$ cat src/rtl/pwm_chan_pkg.sv
package pwm_chan_pkg;

  typedef enum logic [2:0] {
    MD_EDGE     = 3'b000,
    MD_SHIFT    = 3'b001,
    MD_EDGE2    = 3'b010,
    MD_RSVD     = 3'b011,
    MD_CTR      = 3'b100,
    MD_CTR_DUP  = 3'b101,
    MD_DCTR_ONE = 3'b110,
    MD_DCTR_TWO = 3'b111
  } mode_e;

  typedef enum logic [1:0] {
    TK_NONE  = 2'b00,
    TK_FULL  = 2'b01,
    TK_DIV   = 2'b10,
    TK_SCALE = 2'b11
  } tick_e;

  typedef struct packed {
    logic       en;
    logic       frz;
    logic [2:0] src;   // [0] period, [1] duty, [2] phase
    mode_e      mode;
    tick_e      tck;
  } cfg_t;

  function automatic logic is_center(mode_e m);
    return m[2];
  endfunction

  function automatic logic is_dual_upd(mode_e m);
    return (m == MD_CTR_DUP) || (m == MD_DCTR_TWO);
  endfunction

endpackage

$ cat src/rtl/pwm_cfg_regs.sv
module pwm_cfg_regs
  import pwm_chan_pkg::*;
(
  input  logic clk,
  input  logic rst_n,
  input  logic we,
  input  cfg_t wdata,
  output cfg_t cfg_q
);

  cfg_t cfg_n;

  always_comb begin
    cfg_n = cfg_q;
    if (we) begin
      cfg_n.en  = wdata.en;
      cfg_n.frz = wdata.frz;
      cfg_n.src = wdata.src;
      if (!cfg_q.en) begin
        cfg_n.mode = wdata.mode;
        cfg_n.tck  = wdata.tck;
      end
    end
  end

  always_ff @(posedge clk or negedge rst_n) begin
    if (!rst_n) cfg_q <= '0;
    else        cfg_q <= cfg_n;
  end

  AST_LOCK_FIELDS: assert property (@(posedge clk) disable iff (!rst_n)
    (cfg_q.en && we) |=> (cfg_q.mode == $past(cfg_q.mode)) && (cfg_q.tck == $past(cfg_q.tck)));

endmodule

$ cat src/rtl/pwm_src_sel.sv
module pwm_src_sel #(
  parameter int CNT_W = 16,
  parameter int NVAL  = 3
) (
  input  logic                       clk,
  input  logic                       rst_n,
  input  logic                       load,
  input  logic [NVAL-1:0]            src,
  input  logic [NVAL-1:0][CNT_W-1:0] loc_v,
  input  logic [NVAL-1:0][CNT_W-1:0] mst_v,
  output logic [NVAL-1:0][CNT_W-1:0] act_v
);

  for (genvar g = 0; g < NVAL; g++) begin : g_val
    logic [CNT_W-1:0] pick;
    logic [CNT_W-1:0] act_n;

    always_comb begin
      pick  = src[g] ? mst_v[g] : loc_v[g];
      act_n = load ? pick : act_v[g];
    end

    always_ff @(posedge clk or negedge rst_n) begin
      if (!rst_n) act_v[g] <= '0;
      else        act_v[g] <= act_n;
    end

    AST_SRC_LOAD: assert property (@(posedge clk) disable iff (!rst_n)
      load |=> act_v[g] == ($past(src[g]) ? $past(mst_v[g]) : $past(loc_v[g])));
  end

endmodule

$ cat src/rtl/pwm_timebase.sv
module pwm_timebase
  import pwm_chan_pkg::*;
#(
  parameter int CNT_W = 16
) (
  input  logic             clk,
  input  logic             rst_n,
  input  logic             en,
  input  logic             frz,
  input  logic             dbg_halt,
  input  mode_e            mode,
  input  tick_e            tck,
  input  logic             div_tick,
  input  logic             scale_tick,
  input  logic [CNT_W-1:0] per,
  output logic [CNT_W-1:0] cnt_q,
  output logic             wrap,
  output logic             mid,
  output logic             eoc_q,
  output logic             upd_q
);

  logic             down_q, down_n;
  logic [CNT_W-1:0] cnt_n, top;
  logic             tick, step, center;

  always_comb begin
    unique case (tck)
      TK_FULL:  tick = 1'b1;
      TK_DIV:   tick = div_tick;
      TK_SCALE: tick = scale_tick;
      default:  tick = 1'b0;
    endcase
    center = is_center(mode);
    step   = en && tick && !(frz && dbg_halt) && (mode != MD_RSVD);
    top    = (per == '0) ? '0 : per - 1'b1;
    cnt_n  = cnt_q;
    down_n = down_q;
    wrap   = 1'b0;
    mid    = 1'b0;
    if (!en) begin
      cnt_n  = '0;
      down_n = 1'b0;
    end else if (step) begin
      if (!center) begin
        if (cnt_q >= per) begin
          cnt_n = '0;
          wrap  = 1'b1;
        end else begin
          cnt_n = cnt_q + 1'b1;
        end
      end else if (!down_q) begin
        if (cnt_q >= top) begin
          down_n = 1'b1;
          mid    = 1'b1;
        end else begin
          cnt_n = cnt_q + 1'b1;
        end
      end else begin
        if (cnt_q == '0) begin
          down_n = 1'b0;
          wrap   = 1'b1;
        end else begin
          cnt_n = cnt_q - 1'b1;
        end
      end
    end
  end

  always_ff @(posedge clk or negedge rst_n) begin
    if (!rst_n) begin
      cnt_q  <= '0;
      down_q <= 1'b0;
      eoc_q  <= 1'b0;
      upd_q  <= 1'b0;
    end else begin
      cnt_q  <= cnt_n;
      down_q <= down_n;
      eoc_q  <= wrap;
      upd_q  <= wrap || (mid && is_dual_upd(mode));
    end
  end

  AST_EDGE_RANGE: assert property (@(posedge clk) disable iff (!rst_n)
    (en && !center && mode != MD_RSVD) |-> cnt_q <= per);
  AST_EOC_AT_ZERO: assert property (@(posedge clk) disable iff (!rst_n)
    eoc_q |-> cnt_q == '0);
  AST_MID_DUAL_ONLY: assert property (@(posedge clk) disable iff (!rst_n)
    (upd_q && !eoc_q) |-> is_dual_upd(mode));
  AST_NO_TICK_HOLD: assert property (@(posedge clk) disable iff (!rst_n)
    (en && tck == TK_NONE) |=> $stable(cnt_q));
  AST_FREEZE_HOLD: assert property (@(posedge clk) disable iff (!rst_n)
    (en && frz && dbg_halt) |=> $stable(cnt_q));
  AST_IDLE_ZERO: assert property (@(posedge clk) disable iff (!rst_n)
    !en |=> (cnt_q == '0) && !eoc_q);
  AST_RSVD_QUIET: assert property (@(posedge clk) disable iff (!rst_n)
    (en && mode == MD_RSVD) |=> !eoc_q && !upd_q);

endmodule

$ cat src/rtl/pwm_out_cmp.sv
module pwm_out_cmp
  import pwm_chan_pkg::*;
#(
  parameter int CNT_W = 16
) (
  input  logic             en,
  input  mode_e            mode,
  input  logic [CNT_W-1:0] cnt,
  input  logic [CNT_W-1:0] duty,
  input  logic [CNT_W-1:0] ph,
  output logic             pwm
);

  logic [CNT_W:0] stop_at;
  logic           hit;

  always_comb begin
    stop_at = {1'b0, ph} + {1'b0, duty};
    if (is_center(mode)) hit = cnt < duty;
    else                 hit = (cnt >= ph) && ({1'b0, cnt} < stop_at);
    pwm = en && (mode != MD_RSVD) && hit;
  end

endmodule

$ cat src/rtl/pwm_chan_core.sv
module pwm_chan_core
  import pwm_chan_pkg::*;
#(
  parameter int CNT_W = 16
) (
  input  logic             clk,
  input  logic             rst_n,
  input  logic             cfg_we,
  input  logic             cfg_en,
  input  logic             cfg_frz,
  input  logic [1:0]       cfg_clk,
  input  logic [2:0]       cfg_mode,
  input  logic             cfg_src_per,
  input  logic             cfg_src_duty,
  input  logic             cfg_src_ph,
  input  logic [CNT_W-1:0] loc_per,
  input  logic [CNT_W-1:0] loc_duty,
  input  logic [CNT_W-1:0] loc_ph,
  input  logic [CNT_W-1:0] mst_per,
  input  logic [CNT_W-1:0] mst_duty,
  input  logic [CNT_W-1:0] mst_ph,
  input  logic             div_tick,
  input  logic             scale_tick,
  input  logic             dbg_halt,
  output logic             pwm_o,
  output logic             eoc_o,
  output logic             upd_o
);

  localparam int NVAL = 3;
  localparam int IX_PER = 0;
  localparam int IX_DUTY = 1;
  localparam int IX_PH = 2;

  logic [1:0] rst_sync_q;
  logic       rst_ni;

  always_ff @(posedge clk or negedge rst_n) begin
    if (!rst_n) rst_sync_q <= '0;
    else        rst_sync_q <= {rst_sync_q[0], 1'b1};
  end
  assign rst_ni = rst_sync_q[1];

  cfg_t wdata, cfg_q;
  always_comb begin
    wdata.en   = cfg_en;
    wdata.frz  = cfg_frz;
    wdata.src  = {cfg_src_ph, cfg_src_duty, cfg_src_per};
    wdata.mode = mode_e'(cfg_mode);
    wdata.tck  = tick_e'(cfg_clk);
  end

  pwm_cfg_regs u_cfg (
    .clk(clk), .rst_n(rst_ni), .we(cfg_we), .wdata(wdata), .cfg_q(cfg_q)
  );

  logic [NVAL-1:0][CNT_W-1:0] loc_v, mst_v, act_v;
  logic [CNT_W-1:0]           cnt;
  logic                       wrap, mid, load;

  assign loc_v = {loc_ph, loc_duty, loc_per};
  assign mst_v = {mst_ph, mst_duty, mst_per};
  assign load  = !cfg_q.en || wrap || (mid && is_dual_upd(cfg_q.mode));

  pwm_src_sel #(.CNT_W(CNT_W), .NVAL(NVAL)) u_src (
    .clk(clk), .rst_n(rst_ni), .load(load), .src(cfg_q.src),
    .loc_v(loc_v), .mst_v(mst_v), .act_v(act_v)
  );

  pwm_timebase #(.CNT_W(CNT_W)) u_tb (
    .clk(clk), .rst_n(rst_ni), .en(cfg_q.en), .frz(cfg_q.frz),
    .dbg_halt(dbg_halt), .mode(cfg_q.mode), .tck(cfg_q.tck),
    .div_tick(div_tick), .scale_tick(scale_tick), .per(act_v[IX_PER]),
    .cnt_q(cnt), .wrap(wrap), .mid(mid), .eoc_q(eoc_o), .upd_q(upd_o)
  );

  pwm_out_cmp #(.CNT_W(CNT_W)) u_cmp (
    .en(cfg_q.en), .mode(cfg_q.mode), .cnt(cnt),
    .duty(act_v[IX_DUTY]), .ph(act_v[IX_PH]), .pwm(pwm_o)
  );

  AST_OFF_LOW: assert property (@(posedge clk) disable iff (!rst_ni)
    !cfg_q.en |-> !pwm_o && !upd_o);

endmodule

$ cat config.mk
export PLATFORM = sky130hd
export DESIGN_NAME = pwm_chan_core
export DESIGN_NICKNAME = d
export VERILOG_FILES = /design/src/rtl/pwm_chan_pkg.sv /design/src/rtl/pwm_cfg_regs.sv /design/src/rtl/pwm_src_sel.sv /design/src/rtl/pwm_timebase.sv /design/src/rtl/pwm_out_cmp.sv /design/src/rtl/pwm_chan_core.sv
export SDC_FILE = /design/constraint.sdc
export NUM_CORES = 1
export LEC_CHECK = 0
export BUFFER_PORTS_ARGS = -buffer_cell sky130_fd_sc_hd__buf_2
export CORE_UTILIZATION = 54
export DETAILED_ROUTE_END_ITERATION = 10
export PLACE_DENSITY_LB_ADDON = 0.08
export SETUP_SLACK_MARGIN = 0.05
export SLEW_MARGIN = 20
export SYNTH_ARGS = -nofsm -noshare
export SYNTH_HDL_FRONTEND = slang
export SYNTH_SLANG_ARGS = --single-unit
$ cat constraint.sdc
create_clock -name clk -period 5 [get_ports clk]
set_input_delay 1 -clock clk [delete_from_list [all_inputs] [get_ports clk]]
set_output_delay 1 -clock clk [all_outputs]
set_load 0.01 [all_outputs]
### Yosys cells after proc, flatten, opt, wreduce, memory -nomap -nowiden

Cells that the tools add are included.

| storage, ports and cells | value |
|---|---|
| output and inout bits | 3 |
| bits in registers | 79 |
| ROM bits | 0 |
| memories | 0 |
| RAM bits | 0 |
| bits in latches | 0 |
| input bits | 112 |
| word-level logic and storage cells | 81 |

| operators by class | value |
|---|---|
| eq/ne operators | 10 |
| divide/modulo/power cells | 0 |
| muxes and demuxes | 29 |
| bitwise gates (word level) | 1 |
| multiply operators | 0 |
| add/subtract/negate cells | 4 |
| shift-type cells | 0 |
| reduce and logical (&&, ||, !) cells | 19 |
| magnitude comparators | 5 |

Operator list:

| operator | number |
|---|---|
| $mux 16 | 11 |
| $ge 16x16->1 | 3 |
| $logic_not 16->1 | 2 |
| $sub 16x1->16 const B | 2 |
| $add 16x16->17 | 1 |
| $lt 16x17->1 | 1 |
| $mux 1 | 17 |
| $add 16x1->16 const B | 1 |
| $lt 16x16->1 | 1 |
| $logic_and 1x1->1 | 8 |
| $eq 3x3->1 const B | 2 |
| $eq 2x2->1 const B | 2 |
| $logic_or 1x1->1 | 4 |
| $ne 4x3->1 const B | 1 |
| $ne 4x4->1 const B | 1 |
| $reduce_and 2->1 | 2 |
| $ne 3x2->1 const B | 1 |
| $pmux 1 s3 | 1 |
| $reduce_and 3->1 | 1 |
| $eq 2x1->1 const B | 1 |
| $logic_not 1->1 | 2 |
| $ne 2x1->1 const B | 1 |
| $ne 2x2->1 const B | 1 |
| $not 1->1 | 1 |

### Logic depth before layout (Yosys ltp)

| depth | value |
|---|---|
| depth after elaboration | 10 |
| mapped depth | 18 |
| depth with buffers taken out | 18 |

### Hierarchy

A second synthesis with hierarchy kept.

| unflattened totals | value |
|---|---|
| cells, all modules | 835 |
| area, all modules | 7249.5 µm² |

Modules (own cells, without submodules):

| module | instances | area each (µm²) | cells each | seq. area each (µm²) |
|---|---|---|---|---|
| pwm_timebase | 1 | 2713.9 | 357 | 475.5 |
| pwm_src_sel | 1 | 2268.4 | 209 | 1201.2 |
| pwm_out_cmp | 1 | 1828.0 | 243 | 0.0 |
| pwm_cfg_regs | 1 | 372.9 | 21 | 250.2 |
| pwm_chan_core | 1 | 66.3 | 5 | 50.0 |

### Least setup slack after synthesis

Ideal clock, no wire load.

| path | value |
|---|---|
| kind | register to output |
| start point | reg u_src.act_v[32] (netlist name) |
| end point | out pwm_o |
| arrival | 3.451 ns |
| data required time | 4.000 ns |
| cell stages (with the launch flop) | 18 |
| setup slack | 0.549 ns |
| buffers on the path | 0 |
| path through | dfrtp_1 -> ha_1 -> inv_1 -> fa_1 -> nor2b_1 -> o21ai_0 -> a21o_1 -> a21oi_1 -> a21o_1 -> xnor2_1 -> ha_1 -> a2111oi_0 -> o21ai_0 -> a31oi_1 -> o31ai_1 -> a41oi_1 -> a211oi_1 -> nor4b_1 |

| between the ends | value |
|---|---|
| word-level cells in the longest chain between the ends | 5 |
| elaborated cells on any way between the ends | 6 |
| classes of those cells | 1 x add/sub; 2 x order compare; 1 x mux; 2 x reduce/logical |

Ends and longest elaborated chain:

| item | RTL line | text |
|---|---|---|
| from (decl) | pwm_src_sel.sv:11 | `output logic [NVAL-1:0][CNT_W-1:0] act_v` |
| from (signal, indexed assignment) | pwm_src_sel.sv:25 | `else act_v[g] <= act_n;` |
| $add 16x16->17 | pwm_out_cmp.sv:18 | `stop_at = {1'b0, ph} + {1'b0, duty};` |
| $lt 16x17->1 | pwm_out_cmp.sv:20 | `else hit = (cnt >= ph) && ({1'b0, cnt} < stop_at);` |
| $logic_and 1x1->1 (*) | pwm_out_cmp.sv:20 |  |
| $mux 1 (*) | pwm_out_cmp.sv:19 | `if (is_center(mode)) hit = cnt < duty;` |
| $logic_and 1x1->1 (*) | pwm_out_cmp.sv:21 | `pwm = en && (mode != MD_RSVD) && hit;` |
| to (decl) | pwm_chan_core.sv:25 | `output logic pwm_o,` |

Every way passes the cells marked *; elsewhere a longest branch is shown, timed or not.

### Final worst setup path

| path | value |
|---|---|
| start point | reg u_src.act_v[16] (netlist name) |
| end point | out pwm_o |

| between the ends | value |
|---|---|
| word-level cells in the longest chain between the ends | 5 |
| elaborated cells on any way between the ends | 6 |
| classes of those cells | 1 x add/sub; 2 x order compare; 1 x mux; 2 x reduce/logical |

Ends and longest elaborated chain:

| item | RTL line |
|---|---|
| $add 16x16->17 | pwm_out_cmp.sv:18 |
| $lt 16x17->1 | pwm_out_cmp.sv:20 |
| $logic_and 1x1->1 | pwm_out_cmp.sv:20 |
| $mux 1 (*) | pwm_out_cmp.sv:19 |
| $logic_and 1x1->1 (*) | pwm_out_cmp.sv:21 |

Marked as above.

==> results by group <==
Status
  • Status: finished, final reports clean

Placement
  • Routability cong.: 0.945
  • PortBufs: 114
  • Post-Place Cells: 1054
  • DP Wirelength: 14400 um

Logic synthesis
  • Cell area after synthesis: 0.00723 mm2
  • Synth Register Bits: 79
  • Count of cell types in the netlist: 66
  • Ys flop type: dfrtp_1
  • FFs w/ async S/R, synth: 1.00
  • Post-synth EDFFs: 0
  • Yosys Warn Count: 0
  • Mean Syn Cell Area: 9.14 um2
  • Mapped Nets: 1003
  • Mapped Cells: 791
  • Seq/Total Area, Yosys: 0.273

Timing
  • Tcrit/Tclk final: 0.994
  • Unrepaired setup endpoints after global routing: yes
  • Final Slew Violations: 0
  • Hold Vio Cnt, Final: 0
  • Fmax: 201 MHz
  • Setup Skew: 0.00647 ns
  • Final setup fails: 0
  • Relative slew slack: 0.269
  • Slew @ Worst Pin: 1.09 ns
  • Final min period: 4.97 ns
  • Hold_ws: 0.312 ns
  • Final TNS setup: 0 ns

Final layout
  • Fraction of layout cells with a size suffix above 1: 0.188
  • Layout area overhead: 15.3%
  • Nets: 1108
  • Antenna fix cells: 0
  • Non-Filler Instances: 1073
  • Fill count: 1073
  • End-of-flow core utilization: 0.650

Die
  • DIE WIDTH: 118 um
  • Initial Utilization: 0.564
  • Die height: 118 um
  • Total die area: 0.0139 mm2
  • Row cnt: 41
  • # IOs: 115
  • CORE AREA: 0.0128 mm2

Detailed routing
  • DRT iter0 DRCs: 343
  • Via density: 5.99
  • Routed len/inst: 17.9 um
  • Antenna viol nets, final: 0
  • Final Routed Wirelength: 19200 um
  • DRC viols: 0
  • 1st-pass router iterations: 5
  • Vias: 6426

Pwr
  • Internal cell power: 0.00161 W
  • Pwr/cell area: 301 mW/mm2
  • Logic gate share of total power: 0.384
  • Net Sw Frac: 0.358
  • Sw power: 0.000898 W
  • Leakage Power: 4.35 nW
  • Worst vdd ir: 0.000300 V
  • Clk pwr share: 0.289
  • Post-layout power: 0.00250 W
  • Flop pwr share: 0.327

Worst setup path
  • CP Data Required Time: 4.00 ns
  • Setup CP Type: flop to output port
  • Crit path DAT: 3.97 ns
  • Crit path to: pwm_o
  • Critical path endpoint category: output port
  • R2r worst-path depth: 15
  • Worst setup startpoint: u_src.act_v[16]
  • FF-to-FF End: u_src.act_v[21]
  • Reg-to-reg slack, setup: 0.55 ns
  • Worst R2R Start: u_src.act_v[4]
  • Worst setup SP type: flop
  • CP max FO: 3

Clocking
  • Clock Latency Late Sink: 0.35 ns
  • Root Buffer: clkbuf_16
  • H-tree lvl count: 3
  • TritonCTS clock tree: done
  • CTS Buf Count: 9
  • Longest Clk Path Bufs: 2
  • CTS Hold Bufs: 0
  • CTS Sinks: 79
  • Clock transition at the registers of the reported paths: 0.06 ns

Run
  • MaxCap Viol Count: 0

Hold path
  • Worst hold path type: flop to async pin

GRT
  • Largest net degree at the start of global routing: 78
  • Gr ovfl total: 0
  • Total GRT Usage: 0.290
  • First-pass GRT wire length: 31500 um
  • Vias in the first global route: 6529
  • Initial antenna violation count: 0
==> how the worst min path moves through the flow <==
stage,slack (ns),endpoint,cells after the start
final,0.31,u_src.act_v[3],0
after global routing,0.36,u_src.act_v[3],0
after CTS,0.37,rst_sync_q[1],0
after detailed placement,0.34,rst_sync_q[1],0
after global placement,0.34,rst_sync_q[1],0
after floorplan,0.33,rst_sync_q[1],0
==> synthesized netlist by cell type (all sizes together), types with 6 or more instances <==
cell type	count	area, um2
ha	99	1240
mux2i	93	931
o21ai	48	240
nor4	7	43.8
nand3	25	125
xor2	12	105
nand2	60	225
a32o	10	100
a211oi	6	45.0
inv	59	221
o211ai	6	50.1
nor2	30	113
and3	11	68.8
o21a	8	60.1
nor3	14	75.1
a21oi	40	204
nand4	9	56.3
and2	10	62.6
a31oi	6	37.5
buf	10	97.6
nand2b	10	62.6
dfrtp	79	1980
xnor2	18	158
mux2	11	124
nor2b	7	43.8
clkbuf	22	82.6
a21o	15	113
==> worst max-delay path: stages, from the launching register on <==
cell and delay, ns:
dfrtp_1 0.37, ha_2 0.19, inv_1 0.05, fa_2 0.36
nor2b_2 0.14, o21ai_2 0.08, a21o_1 0.18, a21oi_2 0.14
a21o_1 0.18, xnor2_1 0.15, ha_1 0.30, a2111oi_4 0.29
o21ai_1 0.11, a31oi_1 0.17, o31ai_1 0.11, a41oi_1 0.29
a211oi_2 0.07, nor4b_2 0.26, buf_2 0.18
==> registers in the layout, indices dropped and copies added, names as in the netlist <==
| name | count |
|---|---|
| rst_sync_q | 2 |
| u_cfg.cfg_q | 10 |
| u_src.act_v | 48 |
| u_tb.cnt_q | 16 |
| u_tb.down_q | 1 |
| u_tb.eoc_q | 1 |
| u_tb.upd_q | 1 |
==> power by group through the flow <==
| stage | clock network (W) | logic, W | registers, W |
|---|---|---|---|
| 6_report | 0.000723 | 0.000963 | 0.000819 |
| 5_1_grt | 0.000761 | 0.00109 | 0.000832 |
| 3_3_place_gp | 0 | 0.000887 | 0.000832 |
| 3_5_place_dp | 0 | 0.000915 | 0.000837 |
| 4_1_cts | 0.000737 | 0.000947 | 0.000826 |
| 2_1_floorplan | 0 | 0.000719 | 0.000781 |
==> cells in the final DEF, fill, tap and decap left out, types with 5 or more instances in the layout <==
cell type and instances:
mux2_2 9, o22ai_1 5, nor2_1 30, dfrtp_1 78
nor4_1 7, nand4_1 9, a32o_1 10, a21o_1 15
ha_1 97, nand3_1 25, xor2_1 12, a211oi_1 5
and2_1 10, xnor2_1 18, nor3_1 13, o211ai_1 5
nor2b_1 6, o21ai_0 46, a31oi_1 6, a21oi_1 38
buf_2 114, and3_1 11, o31ai_1 5, nand2_1 60
inv_1 59, buf_4 10, nand2b_1 10, o41ai_1 5
o21a_1 8, clkbuf_16 9, mux2i_1 93
==> repair_timing <==
action,CTS,global route
setup endpoints to repair,1,1
setup buffers,2,0
gates resized for setup,12,1
pin swaps,6,4
==> cell families (layout without fill, tap and decap cells) <==
group           count (synthesis)  after routing  synth area share
compound gates                185            185             0.172
fa+ha+maj                     100            100             0.174
flops                          79             79             0.273
simple gates                  201            201             0.142
xor+xnor                       30             30            0.0364
other cells                     1              1          0.000519
buf+inv                        91            201            0.0556
mux                           104            104             0.146
==> layout make-up <==
type	instances	area (um2)	share of cell area
clock buffers	11	243	0.0291
clock inverters	5	81.3	0.00976
inverters	59	221	0.0266
multi-input cells	621	4910	0.589
flip-flops and latches	79	1980	0.238
well taps	172	215	0.0258
repair buffers	126	686	0.0823
==> per-layer routing <==
| layer | track usage | vias to the layer above | share of wire |
|---|---|---|---|
| met5 | 0 | - | 0 |
| met4 | 0.124 | 0 | 0.030 |
| met3 | 0.0518 | 36 | 0.052 |
| met2 | 0.517 | 220 | 0.50 |
| met1 | 0.338 | 3033 | 0.42 |
| li1 | - | 3137 | - |
==> stage by stage <==
| step | instance area [um2] | worst slack, ns |
|---|---|---|
| detailed placement | 7930 | 0.0156 |
| CTS | 8300 | 0.0232 |
| global placement | 7930 | 0.209 |
| floorplan | 7230 | 0.549 |
| global route | 8330 | -0.211 |
| finish | 8330 | 0.0315 |
(Power assumes the default switching activity.)
